===== config.mk =====
export PLATFORM = sky130hd
export DESIGN_NAME = wdog_timer
export DESIGN_NICKNAME = d
export VERILOG_FILES = /design/src/rtl/wdog_pkg.sv /design/src/rtl/wdog_core.sv /design/src/rtl/wdog_regs.sv /design/src/rtl/wdog_timer.sv
export SDC_FILE = /design/constraint.sdc
export NUM_CORES = 1
export LEC_CHECK = 0
export BUFFER_PORTS_ARGS = -buffer_cell sky130_fd_sc_hd__buf_2
export CAP_MARGIN = 20
export CORE_ASPECT_RATIO = 1.25
export CORE_MARGIN = 4
export CORE_UTILIZATION = 50
export DETAILED_ROUTE_END_ITERATION = 10
export GPL_TIMING_DRIVEN = 0
export PLACE_DENSITY = 0.75
export SETUP_SLACK_MARGIN = 0.5
export SYNTH_ARGS = -nofsm -noshare
export SYNTH_HDL_FRONTEND = slang
export SYNTH_SLANG_ARGS = --single-unit
export TNS_END_PERCENT = 30

===== constraint.sdc =====
create_clock -name clk -period 2.6 [get_ports clk]
set_clock_uncertainty 0.1 [all_clocks]
set_input_delay 0.13 -clock clk [delete_from_list [all_inputs] [get_ports clk]]
set_output_delay 0.13 -clock clk [all_outputs]
set_load 0.03 [all_outputs]

===== src/rtl/wdog_pkg.sv =====
package wdog_pkg;
    typedef enum logic [1:0] {
        ST_IDLE    = 2'd0,
        ST_RUN     = 2'd1,
        ST_EXPIRED = 2'd2
    } wd_state_e;

    localparam int CTRL_W = 3;

    localparam logic [2:0] IDX_COUNT   = 3'd0;
    localparam logic [2:0] IDX_LOAD    = 3'd1;
    localparam logic [2:0] IDX_RESTART = 3'd2;
    localparam logic [2:0] IDX_CTRL    = 3'd3;
    localparam logic [2:0] IDX_STATUS  = 3'd4;
    localparam logic [2:0] IDX_CLEAR   = 3'd5;
    localparam logic [2:0] IDX_REV     = 3'd7;
endpackage


===== src/rtl/wdog_core.sv =====
module wdog_core
    import wdog_pkg::*;
#(
    parameter int CW = 32
) (
    input  logic          clk,
    input  logic          rst_n,
    input  logic          tick_en,
    input  logic          en_rise,
    input  logic          dis,
    input  logic          restart_ok,
    input  logic [CW-1:0] load_val,
    output logic [CW-1:0] count,
    output logic          expire
);
    localparam logic [CW-1:0] ONE = CW'(1);

    wd_state_e     state_q, state_d;
    logic [CW-1:0] cnt_q, cnt_d;

    always_ff @(posedge clk or negedge rst_n) begin
        if (!rst_n) begin
            state_q <= ST_IDLE;
            cnt_q   <= '0;
        end else begin
            state_q <= state_d;
            cnt_q   <= cnt_d;
        end
    end

    always_comb begin
        state_d = state_q;
        cnt_d   = cnt_q;
        expire  = 1'b0;
        unique case (state_q)
            ST_IDLE: begin
                if (en_rise) begin
                    state_d = ST_RUN;
                    cnt_d   = load_val;
                end
            end
            ST_RUN: begin
                if (dis) begin
                    state_d = ST_IDLE;
                end else if (restart_ok) begin
                    cnt_d = load_val;
                end else if (tick_en) begin
                    if (cnt_q <= ONE) begin
                        cnt_d   = '0;
                        state_d = ST_EXPIRED;
                        expire  = 1'b1;
                    end else begin
                        cnt_d = cnt_q - ONE;
                    end
                end
            end
            ST_EXPIRED: begin
                if (dis) begin
                    state_d = ST_IDLE;
                end else if (restart_ok) begin
                    state_d = ST_RUN;
                    cnt_d   = load_val;
                end
            end
            default: begin
                state_d = ST_IDLE;
            end
        endcase
    end

    assign count = cnt_q;

    assert_dec_R5: assert property (@(posedge clk) disable iff (!rst_n)
        (state_q == ST_RUN && tick_en && cnt_q > ONE && !restart_ok && !dis)
        |=> (cnt_q == $past(cnt_q) - ONE));

    assert_hold_zero_R6: assert property (@(posedge clk) disable iff (!rst_n)
        (state_q == ST_EXPIRED && !restart_ok && !dis) |=> (cnt_q == '0));

    assert_reload_R7: assert property (@(posedge clk) disable iff (!rst_n)
        (restart_ok && !dis) |=> (cnt_q == $past(load_val)));

    assert_stop_R8: assert property (@(posedge clk) disable iff (!rst_n)
        dis |=> (state_q == ST_IDLE));
endmodule


===== src/rtl/wdog_regs.sv =====
module wdog_regs
    import wdog_pkg::*;
#(
    parameter int          DW         = 32,
    parameter int          AW         = 8,
    parameter logic [31:0] LOAD_RESET = 32'h03EF1480,
    parameter logic [31:0] REVISION   = 32'h00010601,
    parameter logic [31:0] KEY        = 32'h00005AB9
) (
    input  logic          clk,
    input  logic          rst_n,
    input  logic          bus_valid,
    input  logic          bus_write,
    input  logic [AW-1:0] bus_addr,
    input  logic [DW-1:0] bus_wdata,
    output logic [DW-1:0] bus_rdata,
    input  logic [DW-1:0] count,
    input  logic          expire,
    output logic          en_rise,
    output logic          dis,
    output logic          restart_ok,
    output logic [DW-1:0] load_val,
    output logic          rst_req,
    output logic          irq
);
    logic [CTRL_W-1:0] ctrl_q;
    logic [DW-1:0]     load_q;
    logic              status_q;
    logic              rst_req_q;

    logic       in_win, wr;
    logic [2:0] idx;
    logic       wr_load, wr_ctrl, wr_rst, wr_clr;

    assign in_win  = (bus_addr[AW-1:5] == '0) && (bus_addr[1:0] == 2'b00);
    assign idx     = bus_addr[4:2];
    assign wr      = bus_valid && bus_write && in_win;
    assign wr_load = wr && (idx == IDX_LOAD);
    assign wr_ctrl = wr && (idx == IDX_CTRL);
    assign wr_rst  = wr && (idx == IDX_RESTART);
    assign wr_clr  = wr && (idx == IDX_CLEAR);

    assign en_rise    = wr_ctrl && bus_wdata[0] && !ctrl_q[0];
    assign dis        = wr_ctrl && !bus_wdata[0];
    assign restart_ok = wr_rst && (bus_wdata == DW'(KEY)) && ctrl_q[0];

    always_ff @(posedge clk or negedge rst_n) begin
        if (!rst_n) begin
            ctrl_q    <= '0;
            load_q    <= DW'(LOAD_RESET);
            status_q  <= 1'b0;
            rst_req_q <= 1'b0;
        end else begin
            if (wr_ctrl) ctrl_q <= bus_wdata[CTRL_W-1:0];
            if (wr_load) load_q <= bus_wdata;
            if (expire)
                status_q <= 1'b1;
            else if (wr_clr && bus_wdata[0])
                status_q <= 1'b0;
            rst_req_q <= expire && ctrl_q[1];
        end
    end

    always_comb begin
        bus_rdata = '0;
        if (in_win) begin
            unique case (idx)
                IDX_COUNT:  bus_rdata = ctrl_q[0] ? count : load_q;
                IDX_LOAD:   bus_rdata = load_q;
                IDX_CTRL:   bus_rdata = DW'(ctrl_q);
                IDX_STATUS: bus_rdata = DW'(status_q);
                IDX_REV:    bus_rdata = DW'(REVISION);
                default:    bus_rdata = '0;
            endcase
        end
    end

    assign load_val = load_q;
    assign rst_req  = rst_req_q;
    assign irq      = status_q && ctrl_q[2];

    assert_pulse_R9: assert property (@(posedge clk) disable iff (!rst_n)
        rst_req_q |=> !rst_req_q);

    assert_status_set_R6: assert property (@(posedge clk) disable iff (!rst_n)
        expire |=> status_q);

    assert_sticky_R11: assert property (@(posedge clk) disable iff (!rst_n)
        (status_q && !(wr_clr && bus_wdata[0])) |=> status_q);
endmodule


===== src/rtl/wdog_timer.sv =====
module wdog_timer #(
    parameter int          DW         = 32,
    parameter int          AW         = 8,
    parameter logic [31:0] LOAD_RESET = 32'h03EF1480,
    parameter logic [31:0] REVISION   = 32'h00010601,
    parameter logic [31:0] KEY        = 32'h00005AB9
) (
    input  logic          clk,
    input  logic          rst_n,
    input  logic          tick_en,
    input  logic          bus_valid,
    input  logic          bus_write,
    input  logic [AW-1:0] bus_addr,
    input  logic [DW-1:0] bus_wdata,
    output logic [DW-1:0] bus_rdata,
    output logic          rst_req,
    output logic          irq
);
    logic          en_rise, dis, restart_ok, expire;
    logic [DW-1:0] load_val, count;

    wdog_regs #(
        .DW(DW), .AW(AW), .LOAD_RESET(LOAD_RESET),
        .REVISION(REVISION), .KEY(KEY)
    ) u_regs (
        .clk(clk), .rst_n(rst_n),
        .bus_valid(bus_valid), .bus_write(bus_write),
        .bus_addr(bus_addr), .bus_wdata(bus_wdata), .bus_rdata(bus_rdata),
        .count(count), .expire(expire),
        .en_rise(en_rise), .dis(dis), .restart_ok(restart_ok),
        .load_val(load_val), .rst_req(rst_req), .irq(irq)
    );

    wdog_core #(.CW(DW)) u_core (
        .clk(clk), .rst_n(rst_n), .tick_en(tick_en),
        .en_rise(en_rise), .dis(dis), .restart_ok(restart_ok),
        .load_val(load_val), .count(count), .expire(expire)
    );
endmodule


-- Word level (Yosys, flattened, before mapping)
Index checks and enable logic that the tools add are counted.
- input port bits: 45
- register bits: 71
- output and inout port bits: 34
- logic and storage cells: 77
- muxes and demuxes: 26
- eq/ne operators: 18
- order comparisons: 1
- reduce and logical (&&, ||, !) cells: 25
- add/sub/neg operators: 1
- operators with widths (kind ; number):
    $mux 32 ; 9
    $pmux 32 s5 ; 1
    $pmux 32 s3 ; 1
    $eq 32x15->1 const B ; 1
    $le 32x1->1 const B ; 1
    $sub 32x1->32 const B ; 1
    $logic_and 1x1->1 ; 15
    $mux 2 ; 7
    $ne 3x3->1 const B ; 4
    $eq 3x3->1 const B ; 3
    $ne 2x2->1 const B ; 4
    $mux 1 ; 7
    $eq 3x2->1 const B ; 2
    $logic_not 3->1 ; 2
    $pmux 2 s3 ; 1
    $reduce_and 6->1 ; 1
    $reduce_and 5->1 ; 1
    $logic_not 2->1 ; 2
    $eq 3x1->1 const B ; 1
    $ne 3x2->1 const B ; 1
    $reduce_bool 3->1 ; 1
    $eq 2x1->1 const B ; 1
    $eq 2x2->1 const B ; 1
    $logic_not 1->1 ; 2
    $reduce_bool 2->1 ; 1

-- Depth between registers and ports, before layout
Gate-level depths: netlist of run 1.
- word-level depth: 10
- gate-level depth with buffers: 9
- mapped depth without buffers: 8

-- Modules after synthesis
From an unflattened synthesis of run 1, not the netlist that was laid out.
- cell total of the unflattened synthesis: 507
- area total of the unflattened synthesis: 4870.9 sq um
- by module, submodules not included (module ; cells each ; times used ; area each (sq um)):
    wdog_core ; 295 ; 1 ; 2477.4
    wdog_regs ; 212 ; 1 ; 2393.5

-- Worst setup path after synthesis of run 1
Ideal clock, no wire load.
- kind: register to output
- from: register u_regs.ctrl_q[0]
- to: output bus_rdata[0]
- arrival time: 2.564 ns
- buffers on the path: 1
- slack: -0.194 ns
- cell stages (with the launch flop): 7
- cell sequence: dfrtp_1 -> clkbuf_1 -> nand3b_1 -> a21oi_1 -> a21oi_1 -> o21a_1 -> a2111oi_0
- longest elaborated chain between the ends: 3
- RTL lines (what ; line ; text):
    start: declaration ; wdog_regs.sv:26 ; logic [CTRL_W-1:0] ctrl_q;
    start signal: assignment ; wdog_regs.sv:54 ; if (wr_ctrl) ctrl_q <= bus_wdata[CTRL_W-1:0];
    $mux 32 ; wdog_regs.sv:68 ; IDX_COUNT: bus_rdata = ctrl_q[0] ? count : load_q;
    $pmux 32 s5 * ; wdog_regs.sv:67 ; unique case (idx)
    $mux 32 * ; wdog_regs.sv:66 ; if (in_win) begin
    end: declaration ; wdog_timer.sv:15 ; output logic [DW-1:0] bus_rdata,
Mark *: on every way between the ends. The rest lies on a longest branch, timed or not.

-- Final worst setup path of run 1
- from: register u_core.cnt_q[4] (netlist: u_core.count[4])
- to: register u_regs.rst_req_q (netlist: u_regs.rst_req)
- longest elaborated chain between the ends: 7
- RTL lines (what ; line ; text):
    start: declaration ; wdog_core.sv:19 ; logic [CW-1:0] cnt_q, cnt_d;
    start signal: assignment ; wdog_core.sv:27 ; cnt_q <= cnt_d;
    $le 32x1->1 ; wdog_core.sv:48 ; if (cnt_q <= ONE) begin
    $mux 1 ; wdog_core.sv:48 ;
    $mux 1 ; wdog_core.sv:47 ; end else if (tick_en) begin
    $mux 1 ; wdog_core.sv:45 ; end else if (restart_ok) begin
    $mux 1 ; wdog_core.sv:43 ; if (dis) begin
    $mux 1 ; wdog_core.sv:35 ; unique case (state_q)
    $logic_and 1x1->1 ; wdog_regs.sv:60 ; rst_req_q <= expire && ctrl_q[1];
    end signal: assignment ; wdog_regs.sv:60 ;
    end: declaration ; wdog_regs.sv:29 ; logic rst_req_q;
No other way between the ends.
A chain may end at the register's enable or synchronous reset.

==> flow_summary.toml, run 1 <==
[run_status]
outcome = "complete, but fails checks"
failed_checks = "negative setup slack"

[power_and_ir_drop]
p_clk_share_pct = 19.0
combPwrFrac_pct = 43.3
power.total_mw = 4.33
p_seq_share_pct = 37.6
power.leakage_nw = 2.68
p_per_area_mw_per_mm2 = 694
peakVddDrop_v = 0.000395
p_switching_mw = 1.79
p_int_mw = 2.54
switching_share_pct = 41.4

[logic_synthesis]
synth_fp_nets = 562
ys_seq_area_share_pct = 40.0
syn_area_per_cell_sq_um = 8.70
yosysWarnings = 0
netlist_area_sq_mm = 0.00448
synth_edf_count = 0
yosys.area.top_type = "dfrtp_1"
synth_async_sr_flop_share_pct = 100
synth.area.top_cells = "dfrtp_1 33%, mux2_2 9.3%, dfstp_2 7.0%"
synth_top_area_share_pct = 33.0
synth_cell_types = 52
synth-seq-cells = 71
synth_ff_type = "dfrtp_1"
postSynthCellCount = 515

[clock_network]
clkTransAtPathRegs_ns = 0.08
cts.sinks = 71
clk_root_buffer_cell = "clkbuf_8"
cts_buffers = 9
htreeDepth = 3
clkLatencyLatePin_ns = 0.37
cts_tree = "done"
cts_buffer_depth = 2

[routing]
via_per_inst = 6.27
drtPass1Iterations = 6
wire_per_inst_um = 19.9
drc = 0
totalWireLength_mm = 15.7
drt-initial-drc-count = 532
vias = 4948
ant_nets = 0

[timing]
slew_violations = 0
timing.final.ws_setup_ns = -0.158
period_share_pct = 106
relSlewSlack_pct = 37.8
whs_ns = 0.0161
finalSetupViolations = 35
period_minus_slack_ns = 2.76
tightest_slew_ns = 0.933
hold_viol = 0
finalSetupTns_ns = -3.44
max_freq_mhz = 363
grt_setup_unrepaired = "true"

[setup_path]
timing.rr.end = "u_regs.rst_req"
crit_path_end_kind = "flip-flop"
crit_type = "flip-flop to flip-flop"
reg2regPathDepth = 6
rrSetupSlack_ns = -0.16
arrival_ns = 2.96
startpoint_type = "flip-flop"
worstPathMaxFanout = 2
worst_r2r_startpoint = "u_core.count[4]"
required_ns = 2.80

[die]
die_w_um = 92.7
coreArea_sq_mm = 0.00870
fp.dieH_um = 114
rows = 38
ioPinCount = 79
initial_core_util_pct = 51.5
die_area_sq_mm = 0.0105

[layout]
mostFrequentLayoutCell = "nand2_1"
n_antenna_cell = 0
synthToLayoutAreaGrowth_pct = 39.4
stdcell_count = 789
layout_common_cells = "74 x nand2_1, 66 x buf_2, 56 x dfrtp_1, 42 x a21oi_1, 37 x mux2_2"
fin_nets = 711
drive_gt1_share_pct = 37.5

[global_route]
grt_pass1_vias = 4833
grt_max_degree = 72
gr-total-overflow = 0
grt_antenna_before_repair = 0
grt_usage_pct = 29.7
grt_pass1_wl_mm = 24.4

[placed_design]
numPortBuffers = 77
dp_hpwl_mm = 9.80
place_ws_ns = -0.559
gp_congestion = 0.932
place_inst = 712

[worst_hold_path]
min_from = "bus_wdata[0]"
hold_path.class = "input port to flip-flop"
hold_depth = 2
min_delay_worst_endpoint = "u_regs.ctrl_q[0]"

[run]
max_cap_viol_count = 0
critical path, cell delays in order (launching register included):
cell and delay, ns:
dfrtp_2 0.41, or4_4 0.53, buf_6 0.14, or4_4 0.44
or4_4 0.45, or4b_4 0.52, nor2_2 0.09
area by class of cell:
| type | count | area (sq um) |
|---|---|---|
| plain buffers | 34 | 240 |
| clock buffers | 15 | 166 |
| clock inverters | 1 | 5.00 |
| fillers | 629 | 2460 |
| inverters | 14 | 52.6 |
| multi-input cells | 396 | 2840 |
| flip-flops and latches | 71 | 1800 |
| well taps | 120 | 150 |
| repair buffers | 138 | 996 |
what timing repair did:
action,in CTS,in global routing
endpoints found under the setup margin,66,58
buffers inserted,14,10
cloned,4,0
pin swaps,33,27
resized for setup,96,60
hold buffers,33,0
endpoints found under the hold margin,93,0
synth_stat cells (2+ instances only):
| cell type | n |
|---|---|
| a21oi_1 | 46 |
| a22oi_1 | 8 |
| a32oi_1 | 2 |
| and3_1 | 2 |
| and4b_1 | 2 |
| buf_2 | 6 |
| clkbuf_1 | 28 |
| dfrtp_1 | 59 |
| dfstp_2 | 12 |
| ha_1 | 2 |
| inv_1 | 14 |
| mux2_2 | 37 |
| mux2i_1 | 16 |
| nand2_1 | 76 |
| nand2b_1 | 4 |
| nand3_1 | 6 |
| nand3b_1 | 2 |
| nand4_1 | 6 |
| nor2_1 | 38 |
| nor2b_1 | 7 |
| nor3_1 | 22 |
| nor4_1 | 18 |
| nor4bb_1 | 3 |
| o211ai_1 | 5 |
| o21ai_0 | 25 |
| o22ai_1 | 7 |
| o2bb2ai_1 | 20 |
| o311ai_0 | 4 |
| or2_2 | 3 |
| or3_1 | 6 |
| or3_2 | 4 |
| or4_1 | 5 |
metal layers:
metal / share of wire (%) / wire, um / track usage (%) / vias up
li1: - / - / - / 2197
met1: 37 / 5840 / 36.6 / 2335
met2: 47 / 7440 / 47.4 / 326
met3: 9.8 / 1540 / 6.99 / 90
met4: 5.7 / 889 / 17.8 / 0
met5: 0 / 0 / 0 / -
power groups by stage:
| stage | Clock (mW) | Combinational (mW) | Sequential [mW] |
|---|---|---|---|
| floorplan | 0 | 0.889 | 1.52 |
| global placement | 0 | 1.17 | 1.60 |
| detailed placement | 0 | 1.20 | 1.61 |
| CTS | 0.835 | 1.62 | 1.59 |
| global route | 0.879 | 1.98 | 1.65 |
| finish | 0.825 | 1.88 | 1.63 |
how the worst max path moves through the flow:
| stage | end | from | slack (ns) | cells after the start |
|---|---|---|---|---|
| 4_1_cts | u_core.count[5] | u_core.count[4] | -0.14 | 9 |
| 3_5_place_dp | u_core.count[30] | bus_wdata[0] | -0.56 | 8 |
| 6_report | u_regs.rst_req | u_core.count[4] | -0.16 | 6 |
| 5_1_grt | u_core.count[19] | u_core.count[10] | -0.26 | 6 |
| 3_3_place_gp | u_core.count[19] | bus_wdata[0] | -0.56 | 8 |
| 2_1_floorplan | u_regs.rst_req | u_core.count[4] | -0.09 | 6 |
stage by stage:
stage                     instance area [sq um]  util (%)
after floorplan                            4490         -
after global placement                     5020      57.7
after detailed placement                   5020      57.7
after CTS                                  5970      68.6
after global routing                       6240      71.8
final                                      6240      71.8
flip-flops by register name, indices dropped and copies added (netlist names):
| name | count |
|---|---|
| u_regs.ctrl_q | 3 |
| u_core.state_q | 2 |
| u_regs.rst_req | 1 |
| u_regs.status_q | 1 |
| u_core.count | 32 |
| u_regs.load_val | 32 |
logic make-up (layout without fill, tap and decap cells):
logic type / after synthesis / count (layout) / share of synthesized area (%)
compound gates: 129 / 129 / 18.4
flops: 71 / 71 / 40.0
mux: 53 / 53 / 12.9
fa+ha+maj: 2 / 2 / 0.559
buf+inv: 48 / 202 / 4.19
simple gates: 212 / 212 / 24.0
Power figures use the tool's default switching activity.
==> run 2, diff against run 1 <==
GPL_TIMING_DRIVEN = 1   (was 0)
==> flow_summary.toml, run 2 (synthesis gave the netlist of run 1 again) <==
[run_status]
outcome = "complete, but fails checks"
failed_checks = "negative setup slack"

[worst_hold_path]
hold_path.class = "input port to flip-flop"

[setup_path]
cp_common_cell = "or4_4"
required_ns = 2.80
worstPathMaxFanout = 2
cp_cell_sequence = "or4_4 > or4_4 > or4_4 > or4b_4 > nor2_2"
startpoint_type = "flip-flop"
crit_type = "flip-flop to flip-flop"
path_buf_inv = 0
crit_path_end_kind = "flip-flop"
arrival_ns = 2.86
cpPeakStageDelay_ns = 0.54
cpLargestDelayFamily = "simple AND/OR/NAND/NOR gates"
slowest_stage = "or4_4"

[layout]
n_antenna_cell = 0
mostFrequentLayoutCell = "nand2_1"
drive_gt1_share_pct = 34.7
final_util_pct = 69.8
layout_common_cells = "76 x nand2_1, 75 x buf_2, 59 x dfrtp_1, 45 x a21oi_1, 39 x buf_4"
fin_nets = 699
final_area_sq_mm = 0.00607
synthToLayoutAreaGrowth_pct = 35.5

[power_and_ir_drop]
power.total_mw = 4.08
p_seq_share_pct = 37.8
p_clk_share_pct = 20.7
peakVddDrop_v = 0.000412
combPwrFrac_pct = 41.4
p_per_area_mw_per_mm2 = 672
p_int_mw = 2.50
switching_share_pct = 38.8
power.leakage_nw = 2.65
p_switching_mw = 1.58

[clock_network]
cts_tree = "done"
clkLatencyLatePin_ns = 0.36
cts_buffer_depth = 2
htreeDepth = 3
cts.sinks = 71
cts_buffers = 9
clkTransAtPathRegs_ns = 0.08
clk_root_buffer_cell = "clkbuf_8"

[placed_design]
place_ws_ns = -0.141
dp_hpwl_mm = 9.44
placed_area_sq_mm = 0.00528
numPortBuffers = 78
gp_congestion = 0.963

[routing]
drtPass1Iterations = 5
via_per_inst = 6.02
wire_per_inst_um = 18.3
totalWireLength_mm = 14.2
drc = 0
drt-initial-drc-count = 296
ant_nets = 0
vias = 4676

[timing]
slew_violations = 0
timing.final.ws_setup_ns = -0.0605
hold_viol = 0
max_freq_mhz = 376
grt_setup_unrepaired = "true"
tightest_slew_ns = 0.827
relSlewSlack_pct = 44.7
period_minus_slack_ns = 2.66
finalSetupTns_ns = -0.220
period_share_pct = 102
finalSetupViolations = 7

[global_route]
grt_pass1_vias = 4653
grt_usage_pct = 27.5
grt_pass1_wl_mm = 23.0
grt_max_degree = 44
gr-total-overflow = 0
grt_antenna_before_repair = 0

[run]
max_cap_viol_count = 0

[die]
die_w_um = 92.7
coreArea_sq_mm = 0.00870
ioPinCount = 79
initial_core_util_pct = 51.5
fp.dieH_um = 114
rows = 38
die_area_sq_mm = 0.0105
-- run 2: cell count changes in the layout (fill, tap and decap cells not counted), moves of 4 or more --
cell,delta
o21ai_2,-9
buf_12,+6
buf_2,+9
clkbuf_2,-4
buf_4,+5
buf_6,-8
o21ai_0,+8
clkbuf_1,-19
nor4_2,+4
nor4_1,-4
-- run 2: worst min-delay path, cell delays in order --
cell,delay [ns]
buf_2,0.10
a31oi_1,0.08
nor3_1,0.12
-- run 2: area by class of cell --
class,count,area (sq um)
Sequential cell,71,1790
Multi-Input combinational cell,396,2670
Clock inverter,3,17.5
Timing Repair Buffer,160,1220
Inverter,14,52.6
Tap cell,120,150
Clock buffer,13,169
Fill cell,682,2630
-- run 2: power groups by stage --
stage	registers [mW]	logic, mW	clock network, mW
after floorplan	1.52	0.889	0
after global placement	1.53	1.44	0
after detailed placement	1.54	1.47	0
after CTS	1.53	1.59	0.849
after global routing	1.57	1.81	0.910
final	1.54	1.69	0.845
-- run 2: metal layers --
layer | track usage [%] | vias to the layer above | wire [um]
met3 | 6.20 | 37 | 966
met5 | 0 | - | 0
met1 | 32.7 | 2280 | 5600
li1 | - | 2174 | -
met4 | 11.6 | 0 | 392
met2 | 47.8 | 185 | 7260
-- run 2: what timing repair did --
| action | 4_1_cts | 5_1_grt |
|---|---|---|
| resized for setup | 35 | 24 |
| setup endpoints to repair | 40 | 42 |
| gates cloned | 2 | 0 |
| pin swaps | 24 | 8 |
| hold buffers | 32 | 0 |
| hold endpoints to repair | 60 | 0 |
| setup buffers | 2 | 1 |
-- run 2: path summary, 6_finish.rpt --
kind	startpoint	end	slack [ns]	cells after the start
min in group asynchronous	rst_n	u_regs.ctrl_q[2]	0.29	2
hold / removal	tick_en	u_core.state_q[1]	0.009	3
max in group asynchronous	rst_n	u_regs.load_val[10]	1.34	3
hold reg to reg	u_core.count[16]	u_core.count[16]	0.43	1
setup reg to reg	u_core.count[6]	u_regs.rst_req	-0.06	5
setup / recovery	u_core.count[6]	u_regs.rst_req	-0.06	5
-- run 2: stage by stage --
| step | hold WS (ns) | instances |
|---|---|---|
| after floorplan | -0.266 | 515 |
| after global routing | 0.0150 | 777 |
| final | 0.00875 | 777 |
| after global placement | 0.155 | 723 |
| after CTS | 0.0434 | 775 |
| after detailed placement | 0.157 | 723 |
